--- config.mk ---
export PLATFORM = sky130hd
export DESIGN_NAME = tdiv_pfd_top
export DESIGN_NICKNAME = d
export VERILOG_FILES = /design/src/rtl/tdiv_pfd_pkg.sv /design/src/rtl/tdiv_counter.sv /design/src/rtl/tdiv_pfd_core.sv /design/src/rtl/tdiv_lock_mon.sv /design/src/rtl/tdiv_pfd_top.sv
export SDC_FILE = /design/constraint.sdc
export NUM_CORES = 1
export LEC_CHECK = 0
export ABC_AREA = 1
export BUFFER_PORTS_ARGS = -buffer_cell sky130_fd_sc_hd__buf_2
export CAP_MARGIN = 20
export CORE_ASPECT_RATIO = 1.5
export CORE_MARGIN = 5
export CORE_UTILIZATION = 62
export CTS_CLUSTER_DIAMETER = 200
export CTS_CLUSTER_SIZE = 12
export DETAILED_ROUTE_END_ITERATION = 6
export PLACE_DENSITY = 0.91
export SETUP_SLACK_MARGIN = 0.1
export SLEW_MARGIN = 40
export SYNTH_ARGS = -nofsm -noshare
export SYNTH_HDL_FRONTEND = slang
export SYNTH_HIERARCHICAL = 1
export SYNTH_SLANG_ARGS = --single-unit
export TNS_END_PERCENT = 5
--- constraint.sdc ---
create_clock -name clk -period 2.2 [get_ports clk]
set_input_delay 0.33 -clock clk [delete_from_list [all_inputs] [get_ports clk]]
set_output_delay 0.33 -clock clk [all_outputs]
set_load 0.03 [all_outputs]
--- src/rtl/tdiv_pfd_pkg.sv ---
package tdiv_pfd_pkg;

    localparam int DIV_W     = 16;
    localparam int MIN_RATIO = 2;
    localparam int WEIGHT_W  = 7;

    typedef logic [DIV_W-1:0] ratio_t;

    typedef enum logic {
        TGT_REF = 1'b0,
        TGT_FB  = 1'b1
    } cfg_target_e;

    typedef enum logic [1:0] {
        PUMP_LOW  = 2'b00,
        PUMP_MID  = 2'b01,
        PUMP_HIGH = 2'b10,
        PUMP_MAX  = 2'b11
    } pump_code_e;

    typedef struct packed {
        logic up;
        logic dn;
    } pfd_state_t;

    function automatic ratio_t clamp_ratio(input ratio_t raw);
        if (raw < ratio_t'(MIN_RATIO))
            return ratio_t'(MIN_RATIO);
        return raw;
    endfunction

    function automatic logic [WEIGHT_W-1:0] pump_weight_of(input pump_code_e c);
        case (c)
            PUMP_LOW:  return WEIGHT_W'(1);
            PUMP_MID:  return WEIGHT_W'(4);
            PUMP_HIGH: return WEIGHT_W'(20);
            default:   return WEIGHT_W'(80);
        endcase
    endfunction

endpackage

--- src/rtl/tdiv_counter.sv ---
module tdiv_counter
    import tdiv_pfd_pkg::*;
(
    input  logic   clk,
    input  logic   rst,
    input  logic   tick,
    input  logic   load_en,
    input  ratio_t load_val,
    output logic   tc_pulse
);

    ratio_t active_q;
    ratio_t pending_q;
    ratio_t cnt_q;
    logic   at_end;

    assign at_end = (cnt_q == active_q - ratio_t'(1));

    always_ff @(posedge clk) begin
        if (rst) begin
            active_q  <= ratio_t'(MIN_RATIO);
            pending_q <= ratio_t'(MIN_RATIO);
            cnt_q     <= '0;
            tc_pulse  <= 1'b0;
        end else begin
            if (load_en)
                pending_q <= clamp_ratio(load_val);
            tc_pulse <= tick && at_end;
            if (tick) begin
                if (at_end) begin
                    cnt_q    <= '0;
                    active_q <= load_en ? clamp_ratio(load_val) : pending_q;
                end else begin
                    cnt_q <= cnt_q + ratio_t'(1);
                end
            end
        end
    end

    // the active ratio never drops under the floor
    a_r4_ratio_floor: assert property (@(posedge clk) disable iff (rst)
        active_q >= ratio_t'(MIN_RATIO));

    // terminal-count pulse lasts a single clock
    a_r2_single_pulse: assert property (@(posedge clk) disable iff (rst)
        tc_pulse |=> !tc_pulse);

    // the active ratio changes only on a counted terminal tick
    a_r5_reload_at_end: assert property (@(posedge clk) disable iff (rst)
        !(tick && at_end) |=> $stable(active_q));

endmodule

--- src/rtl/tdiv_pfd_core.sv ---
module tdiv_pfd_core
    import tdiv_pfd_pkg::*;
(
    input  logic       clk,
    input  logic       rst,
    input  logic       ref_pulse,
    input  logic       fb_pulse,
    output pfd_state_t st
);

    pfd_state_t st_n;

    always_comb begin
        if (st.up && st.dn) begin
            st_n = '0;
        end else begin
            st_n.up = st.up | ref_pulse;
            st_n.dn = st.dn | fb_pulse;
        end
    end

    always_ff @(posedge clk) begin
        if (rst) st <= '0;
        else     st <= st_n;
    end

    // overlap lasts one clock, then both clear
    a_r8_overlap_clears: assert property (@(posedge clk) disable iff (rst)
        (st.up && st.dn) |=> (!st.up && !st.dn));

    // up only rises after a divided reference pulse
    a_r6_up_cause: assert property (@(posedge clk) disable iff (rst)
        $rose(st.up) |-> $past(ref_pulse));

    // dn only rises after a divided feedback pulse
    a_r7_dn_cause: assert property (@(posedge clk) disable iff (rst)
        $rose(st.dn) |-> $past(fb_pulse));

endmodule

--- src/rtl/tdiv_lock_mon.sv ---
module tdiv_lock_mon
    import tdiv_pfd_pkg::*;
#(
    parameter int LOCK_COUNT = 16
) (
    input  logic       clk,
    input  logic       rst,
    input  pfd_state_t st,
    output logic       lock
);

    localparam int LW = $clog2(LOCK_COUNT + 1);

    logic [LW-1:0] run_q;
    logic          skew_q;
    logic          overlap;

    assign overlap = st.up && st.dn;

    always_ff @(posedge clk) begin
        if (rst) begin
            run_q  <= '0;
            skew_q <= 1'b0;
        end else if (overlap) begin
            skew_q <= 1'b0;
            if (skew_q)
                run_q <= '0;
            else if (run_q != LW'(LOCK_COUNT))
                run_q <= run_q + LW'(1);
        end else if (st.up ^ st.dn) begin
            skew_q <= 1'b1;
        end
    end

    assign lock = (run_q == LW'(LOCK_COUNT));

    // lock rises only right after a comparison cycle
    a_r9_lock_on_compare: assert property (@(posedge clk) disable iff (rst)
        $rose(lock) |-> $past(overlap));

    // lock never changes outside comparison cycles
    a_r9_lock_steady: assert property (@(posedge clk) disable iff (rst)
        !overlap |=> $stable(lock));

endmodule

--- src/rtl/tdiv_pfd_top.sv ---
module tdiv_pfd_top
    import tdiv_pfd_pkg::*;
#(
    parameter int LOCK_COUNT = 16
) (
    input  logic                clk,
    input  logic                rst,
    input  logic                ref_tick,
    input  logic                fb_tick,
    input  logic                cfg_we,
    input  logic                cfg_sel,
    input  logic [DIV_W-1:0]    cfg_data,
    input  logic [1:0]          pump_sel,
    output logic                up,
    output logic                dn,
    output logic                ref_div,
    output logic                fb_div,
    output logic                lock,
    output logic [1:0]          pump_code,
    output logic [WEIGHT_W-1:0] pump_weight
);

    cfg_target_e tgt;
    pfd_state_t  st;
    pump_code_e  code_q;

    assign tgt = cfg_target_e'(cfg_sel);

    tdiv_counter u_ref_div (
        .clk      (clk),
        .rst      (rst),
        .tick     (ref_tick),
        .load_en  (cfg_we && tgt == TGT_REF),
        .load_val (cfg_data),
        .tc_pulse (ref_div)
    );

    tdiv_counter u_fb_div (
        .clk      (clk),
        .rst      (rst),
        .tick     (fb_tick),
        .load_en  (cfg_we && tgt == TGT_FB),
        .load_val (cfg_data),
        .tc_pulse (fb_div)
    );

    tdiv_pfd_core u_pfd (
        .clk       (clk),
        .rst       (rst),
        .ref_pulse (ref_div),
        .fb_pulse  (fb_div),
        .st        (st)
    );

    tdiv_lock_mon #(.LOCK_COUNT(LOCK_COUNT)) u_lock (
        .clk  (clk),
        .rst  (rst),
        .st   (st),
        .lock (lock)
    );

    always_ff @(posedge clk) begin
        if (rst) code_q <= PUMP_LOW;
        else     code_q <= pump_code_e'(pump_sel);
    end

    assign up          = st.up;
    assign dn          = st.dn;
    assign pump_code   = code_q;
    assign pump_weight = pump_weight_of(code_q);

    // weight stays among the four legal magnitudes
    a_r10_weight_legal: assert property (@(posedge clk) disable iff (rst)
        (pump_weight == 7'd1) || (pump_weight == 7'd4) ||
        (pump_weight == 7'd20) || (pump_weight == 7'd80));

endmodule

==> summary.md, run 1 <==
| Metric | Value |
|---|---|
| CTS tree | `built` |
| Chip height | `136.7 µm` |
| Non-Filler Instances | `1224` |
| Avg Vias per Cell | `5.364` |
| Flop pwr share | `0.305` |
| Root Buffer | `clkbuf_16` |
| All-Layer GR Usage | `0.2608` |
| Post-synthesis cell area | `6631 µm²` |
| Via Count | `6565` |
| Worst r2r src | `u_fb_div/active_q[7]$_SDFFE_PP0P_` |
| CP Capture Type | `flop` |
| Synth cell types | `35` |
| Cell Pwr Density | `963.4 nW/µm²` |
| Maximum vdd ir drop | `0.8686 mV` |
| Critical path type | `flop to flop` |
| 1st-iter DRT viols | `432` |
| HP Start | `pump_sel[1]` |
| Vias in the first global route | `6200` |
| Fin worst setup slack | `0.1837 ns` |
| Cell family with most CP delay | `simple AND/OR/NAND/NOR gates` |
| R2R setup slack | `0.18 ns` |
| Worst relative slew slack | `0.6005` |
| Die outline width | `94.44 µm` |
| Dpl ws | `-0.02519 ns` |
| Skew final | `0.008131 ns` |
| Required time of the critical path | `2.47 ns` |
| Die Area | `12910 µm²` |
| Number of routed nets with antenna violations | `0` |
| Clk sink count | `108` |
| Final-report max-slew violation count | `0` |
| IO Port Bufs | `34` |
| Int Power | `4.212 mW` |
| Worst hold path type | `input pin to flop` |
| Routed len/inst | `13.66 µm` |
| Initial antenna violation count | `0` |
| Maximum clock frequency | `0.4960 GHz` |
| Placeable Area | `10530 µm²` |
| Cells after Synth | `1037` |
| Cell leakage power | `3.605 nW` |
| Sequential fraction of the synthesis area | `0.3260` |
| Max FO, Critical Path | `10` |
| DRT Wirelength | `16.72 mm` |
| ANT cells | `0` |
| HPWL after DPL | `12.24 mm` |
| Outcome | `completed` |
| Clock Tree Buf Depth | `2` |
| H-tree lvl count | `3` |
| I/O pin total | `38` |
| Clk_lat worst skew | `0.35 ns` |
| Fin crit period | `2.016 ns` |
| Endpoints failing setup | `0` |
| Syn_area_per_cell | `6.395 µm²` |
| Cell with the most instances on the worst path | `nand2_2` |
| Least-Margin Pin Slew | `0.5937 ns` |
| Fill cells | `826` |
| Logic pwr share | `0.478` |
| Max_cap viols | `0` |
| FP Rows | `46` |
| Tcrit/Tclk final | `0.9165` |
| DR pass1 iterations | `6` |
| Area post-placement | `6984 µm²` |
| Commonest cells after routing, fill and taps aside | `nand2_1 (294), inv_1 (131), nor2_1 (97), nand3_1 (97), dfxtp_1 (96)` |
| R2R cell count | `14` |
| Commonest non-fill, non-tap cell in the layout | `nand2_1` |
| Final Instance Area | `7535 µm²` |
| Share of power burned in the clock network | `0.218` |
| Critical Path AT | `2.29 ns` |
| Overall power | `7.259 mW` |
| Biggest cell delay along the critical path | `0.39 ns` |
| Hold buffer count at CTS | `0` |
| CTS clk-pin slew, worst paths | `0.06 ns` |
| Area growth from synthesis to layout | `13.62%` |
| Sw power | `3.048 mW` |
| Placed cells | `1202` |
| Highest-delay cell along the critical path | `dfxtp_1` |
| Share of layout cells above drive strength 1 | `0.1769` |
| Worst Hold Depth | `3` |
| Final hold vios | `0` |
| Gpl congestion | `0.9425` |
| Final setup TNS | `0 ns` |
| CP startpoint kind | `flop` |
| Hold endpoint | `pump_code[1]$_SDFF_PP0_` |
| First-pass GRT wire length | `26.89 mm` |
| Storage cell area | `2177 µm²` |
| Largest net degree at the start of global routing | `33` |
| Ys Warns | `6` |
| CP Cell Sequence | `nor2_2 -> nand2_2 -> nor2_8 -> nand2_2 -> nand2_2 -> nand2_2 -> inv_2 -> nand2_1 -> nor2_2 -> nand2_2 -> nor2_4 -> buf_12 -> nand3_1 -> a21oi_1` |
| Switch share | `0.4198` |
| Multi-input combinational cell area | `3933 µm²` |
| TritonCTS buffer count | `9` |
| Nets | `1110` |
| Worst path bufs/invs | `2` |
| #FFs+latches synth | `108` |
| GRT overflow | `0` |
| DRC | `0` |
| Reg2Reg Capture Point | `u_fb_div/active_q[15]$_SDFFE_PP0P_` |
| RSZ-0062 raised after global routing | `true` |
| Initial Util | `0.6296` |
-- registers in the layout (all words and copies together), names as in the netlist, 2 cells and up --
register,cells
u_ref_div/cnt_q,16
pump_code,2
u_lock/run_q,5
u_fb_div/cnt_q,16
u_fb_div/active_q,16
u_fb_div/pending_q,16
u_ref_div/pending_q,16
u_ref_div/active_q,16
u_pfd/st,2
-- synthesized netlist by cell type (all sizes together) --
cell	number	area share
a21oi	71	0.054
a221oi	2	0.0026
and3	2	0.0019
buf	14	0.017
clkbuf	18	0.010
clkinv	2	0.0011
conb	1	0.00057
dfxtp	108	0.33
ha	10	0.019
inv	145	0.082
nand2	322	0.19
nand3	109	0.094
nand3b	4	0.0045
nand4	6	0.0057
nor2	135	0.093
nor3	16	0.014
nor3b	4	0.0045
nor4	8	0.0075
o21ai	16	0.012
or2	4	0.0038
xnor2	18	0.024
xor2	22	0.031
-- worst min-delay path: cells and delay by family --
family,cells,cell delay [ns]
buf+inv,2,0.10
simple gates,1,0.06
-- power groups by stage --
stage,Clock (mW),Combinational (mW),Sequential (mW)
4_1_cts,1.62,3.13,2.19
5_1_grt,1.69,3.82,2.22
3_3_place_gp,0,2.92,2.23
3_5_place_dp,0,2.97,2.23
2_1_floorplan,0,2.37,2.23
6_report,1.58,3.47,2.21
-- per-stage QoR --
step | hold slack (ns) | utilization
finish | 0.1889 | 0.7154
global route | 0.1972 | 0.7154
CTS | 0.1784 | 0.6953
detailed placement | 0.4605 | 0.6631
global placement | 0.4553 | 0.6631
floorplan | 0.4012 | -
-- layout make-up --
| class | count | area share |
|---|---|---|
| Timing Repair Buffer | 56 | 0.05330 |
| Clock buffer | 10 | 0.03172 |
| Sequential cell | 108 | 0.2889 |
| Tap cell | 144 | 0.02391 |
| Clock inverter | 5 | 0.006974 |
| Inverter | 147 | 0.07323 |
| Multi-Input combinational cell | 754 | 0.5219 |
-- cell families (layout without fill, tap and decap cells) --
kind of cell | Yosys count | in the layout | synth area share
AO/OA/AOI/OAI | 89 | 89 | 0.06887
XOR/XNOR | 40 | 40 | 0.05509
adder cells (fa/ha/maj) | 10 | 10 | 0.01887
buffers and inverters | 179 | 218 | 0.1108
flip-flops | 108 | 108 | 0.3260
other | 1 | 3 | 0.0005655
AND/OR/NAND/NOR | 610 | 612 | 0.4198
-- worst max path at each step --
| stage | start | to | depth (start not counted) |
|---|---|---|---|
| 2_1_floorplan | u_fb_div/active_q[0]$_SDFFE_PP0P_ | u_fb_div/active_q[8]$_SDFFE_PP0P_ | 14 |
| 3_3_place_gp | u_fb_div/active_q[1]$_SDFFE_PP1P_ | u_fb_div/active_q[0]$_SDFFE_PP0P_ | 12 |
| 3_5_place_dp | u_ref_div/active_q[0]$_SDFFE_PP0P_ | u_ref_div/active_q[1]$_SDFFE_PP1P_ | 13 |
| 4_1_cts | u_ref_div/cnt_q[0]$_SDFFE_PP0P_ | u_ref_div/cnt_q[14]$_SDFFE_PP0P_ | 14 |
| 5_1_grt | u_fb_div/active_q[8]$_SDFFE_PP0P_ | u_fb_div/active_q[10]$_SDFFE_PP0P_ | 14 |
| 6_report | u_fb_div/active_q[7]$_SDFFE_PP0P_ | u_fb_div/active_q[15]$_SDFFE_PP0P_ | 14 |
-- layer usage --
metal / vias to the layer above / wire length [µm] / track usage
li1: 3313 / - / -
met1: 2969 / 5996 / 0.2600
met2: 213 / 9117 / 0.5028
met3: 70 / 700 / 0.04070
met4: 0 / 903 / 0.1422
met5: - / 0 / 0
-- repair_timing --
item / 4_1_cts / 5_1_grt
setup endpoints to repair: 35 / 66
gates cloned: 0 / 2
gates resized for setup: 4 / 54
buffers inserted: 2 / 3
hold endpoints to repair: 0 / 0
pin swaps: 1 / 13
No activity file was read; power rests on OpenSTA's default activity.
==> inputs of run 2 (changes only) <==
Settings changed: BUFFER_PORTS_ARGS -buffer_cell sky130_fd_sc_hd__buf_2 to default, CORE_UTILIZATION 62 to 64, DONT_BUFFER_PORTS from default to 1, PLACE_DENSITY 0.91 to 0.9.
==> run 2 against run 1 <==
  * Cell area decreased by 4.2%
  * Sequential share of layout area increased by 1.2 points
  * Die area decreased by 2.8%
  * Total power decreased by 2.1%
  * First-iteration DRC count increased by 12%
  * Non-clock buffer count decreased by 40
  * Flip-flop and latch count unchanged
  * Maximum frequency decreased by 1.1%
  * Global-route usage decreased by 0.46 points
  * Hold slack got worse by 0.13 ns
  * Register-to-register slack got worse by 0.02 ns
  * Cell count decreased by 5.4%
  * Critical path type unchanged
==> summary.md, run 2 (synthesis results as in run 1) <==
| Metric | Value |
|---|---|
| Hold buffer count at CTS | `0 (unchanged)` |
| Area growth from synthesis to layout | `8.868%` |
| Cell Pwr Density | `984.9 nW/µm² (+2.2%)` |
| Number of routed nets with antenna violations | `0 (unchanged)` |
| Endpoints failing setup | `0 (unchanged)` |
| Initial Util | `0.6543 (+0.02472)` |
| Critical Path AT | `2.31 ns (+0.02 ns)` |
| CP startpoint kind | `flop` |
| TritonCTS buffer count | `9 (unchanged)` |
| Gpl congestion | `0.9127 (-3.2%)` |
| Hold_ws | `0.05822 ns (-0.1306 ns)` |
| Vias in the first global route | `6023 (-2.9%)` |
| CTS tree | `built` |
| Max FO, Critical Path | `16 (+6)` |
| Die outline width | `93.11 µm (-1.4%)` |
| Avg Vias per Cell | `5.544 (+3.4%)` |
| DRC | `0 (unchanged)` |
| DR pass1 iterations | `6 (unchanged)` |
| Clk_lat worst skew | `0.34 ns (about the same)` |
| ANT cells | `0 (unchanged)` |
| Multi-input combinational cell area | `3931 µm² (about the same)` |
| Final Instance Area | `7219 µm² (-4.2%)` |
| Placeable Area | `10130 µm² (-3.8%)` |
| Clock Tree Buf Depth | `2 (unchanged)` |
| First-pass GRT wire length | `26.21 mm (-2.5%)` |
| Tcrit/Tclk final | `0.9263 (+0.009808)` |
| Critical path type | `flop to flop` |
| Commonest cells after routing, fill and taps aside | `nand2_1 (295), inv_1 (131), dfxtp_1 (102)` |
| Required time of the critical path | `2.47 ns (about the same)` |
| Nets | `1070 (-3.6%)` |
| Outcome | `completed` |
| All-Layer GR Usage | `0.2562 (-0.004621)` |
| Clk sink count | `108 (unchanged)` |
| Worst hold path type | `input pin to flop` |
| GRT overflow | `0 (unchanged)` |
| Least-Margin Pin Slew | `0.5580 ns (-0.03571 ns)` |
| Chip height | `134.7 µm (-1.5%)` |
| I/O pin total | `38 (unchanged)` |
| Final-report max-slew violation count | `0 (unchanged)` |
| Commonest non-fill, non-tap cell in the layout | `nand2_1` |
| Setup bufs post-CTS | `0 (-2)` |
| CP Capture Type | `flop` |
| Worst relative slew slack | `0.6246 (+0.02403)` |
| Area post-placement | `6748 µm² (-3.4%)` |
| Fin crit period | `2.038 ns (+0.02158 ns)` |
| Routed len/inst | `14.23 µm (+4.2%)` |
| FP Rows | `45 (-2.2%)` |
| CTS clk-pin slew, worst paths | `0.07 ns (about the same)` |
| Final core utilization | `0.7123 (-0.003026)` |
| Maximum vdd ir drop | `0.7068 mV (-19%)` |
| Maximum clock frequency | `0.4907 GHz (-1.1%)` |
| Largest net degree at the start of global routing | `94 (+180%)` |
| Initial antenna violation count | `0 (unchanged)` |
| HPWL after DPL | `11.96 mm (-2.3%)` |
| 1st-iter DRT viols | `483 (+12%)` |
| DRT Wirelength | `16.48 mm (-1.4%)` |
| Share of layout cells above drive strength 1 | `0.1431 (-0.03372)` |
| Skew final | `0.01025 ns (+0.002116 ns)` |
| Max_cap viols | `0 (unchanged)` |
| IO Port Bufs | `0 (-100%)` |
| Cell leakage power | `3.388 nW (-6.0%)` |
| Fill cells | `814 (-1.5%)` |
| Final setup TNS | `0 ns (unchanged)` |
| Die Area | `12540 µm² (-2.8%)` |
| Root Buffer | `clkbuf_16` |
| Storage cell area | `2170 µm² (-0.34%)` |
| RSZ-0062 raised after global routing | `true` |
| Overall power | `7.110 mW (-2.1%)` |
| Final hold vios | `0 (unchanged)` |
| Via Count | `6420 (-2.2%)` |
| H-tree lvl count | `3 (unchanged)` |
-- run 2: changes by cell type in the layout (fill, tap and decap cells not counted), sizes merged --
cell / previous run / this run
buf: 56 / 16
clkinvlp: 1 / 3
clkinv: 5 / 4
inv: 145 / 147
clkbuf: 10 / 9
bufinv: 1 / 0
-- run 2: path summary, 6_finish.rpt --
| check | startpoint | to | slack, ns | depth (start not counted) |
|---|---|---|---|---|
| max | u_fb_div/active_q[4]$_SDFFE_PP0P_ | u_fb_div/active_q[12]$_SDFFE_PP0P_ | 0.16 | 14 |
| min | rst | u_lock/skew_q$_SDFFE_PP0P_ | 0.06 | 1 |
| max reg2reg | u_fb_div/active_q[4]$_SDFFE_PP0P_ | u_fb_div/active_q[12]$_SDFFE_PP0P_ | 0.16 | 14 |
| min reg2reg | u_fb_div/pending_q[10]$_SDFFE_PP0P_ | u_fb_div/pending_q[10]$_SDFFE_PP0P_ | 0.46 | 2 |
-- run 2: what timing repair did --
item | in CTS | in global routing
gates resized for setup | 3 | 48
cloned | 0 | 2
endpoints found under the setup margin | 34 | 65
pin swaps | 0 | 6
-- run 2: power by group --
| part | switching, mW | total, mW | internal, mW |
|---|---|---|---|
| Combinational | 2.21 | 3.37 | 1.16 |
| Sequential | 0.160 | 2.24 | 2.08 |
| Clock | 0.735 | 1.51 | 0.772 |
| Total | 3.10 | 7.11 | 4.01 |
-- run 2: layout make-up --
cell class,instances,share of cell area
timing repair buffer,16,0.02010
tap,117,0.02028
sequential,108,0.3005
inverter,147,0.07643
clock inverter,7,0.006932
clock buffer,9,0.03120
multi-input combinational,754,0.5445
-- run 2: critical path, cell delays in order (launching register included) --
cell and delay [ns]:
dfxtp_1 0.39, nor2_2 0.22, nand2_2 0.13, nor2_8 0.18
nand2_2 0.06, nand2_2 0.08, nand2_2 0.07, inv_2 0.05
nand2_1 0.05, nor2_2 0.13, nand2_2 0.09, nor2_4 0.10
buf_12 0.15, nand3_1 0.09, a21oi_1 0.18
-- run 2: per-stage QoR --
stage               worst slack, ns  std cells
floorplan                    0.2681       1039
global placement            0.08440       1140
detailed placement         -0.01804       1140
CTS                         0.08034       1156
global route              -0.006529       1158
finish                       0.1621       1158
-- run 2: routing by layer --
layer / up-vias / part of all wire / GRT usage
met2: 255 / 0.54 / 0.4942
met1: 2856 / 0.35 / 0.2528
met4: 0 / 0.061 / 0.1475
li1: 3222 / - / -
met5: - / 0 / 0
met3: 87 / 0.051 / 0.03902
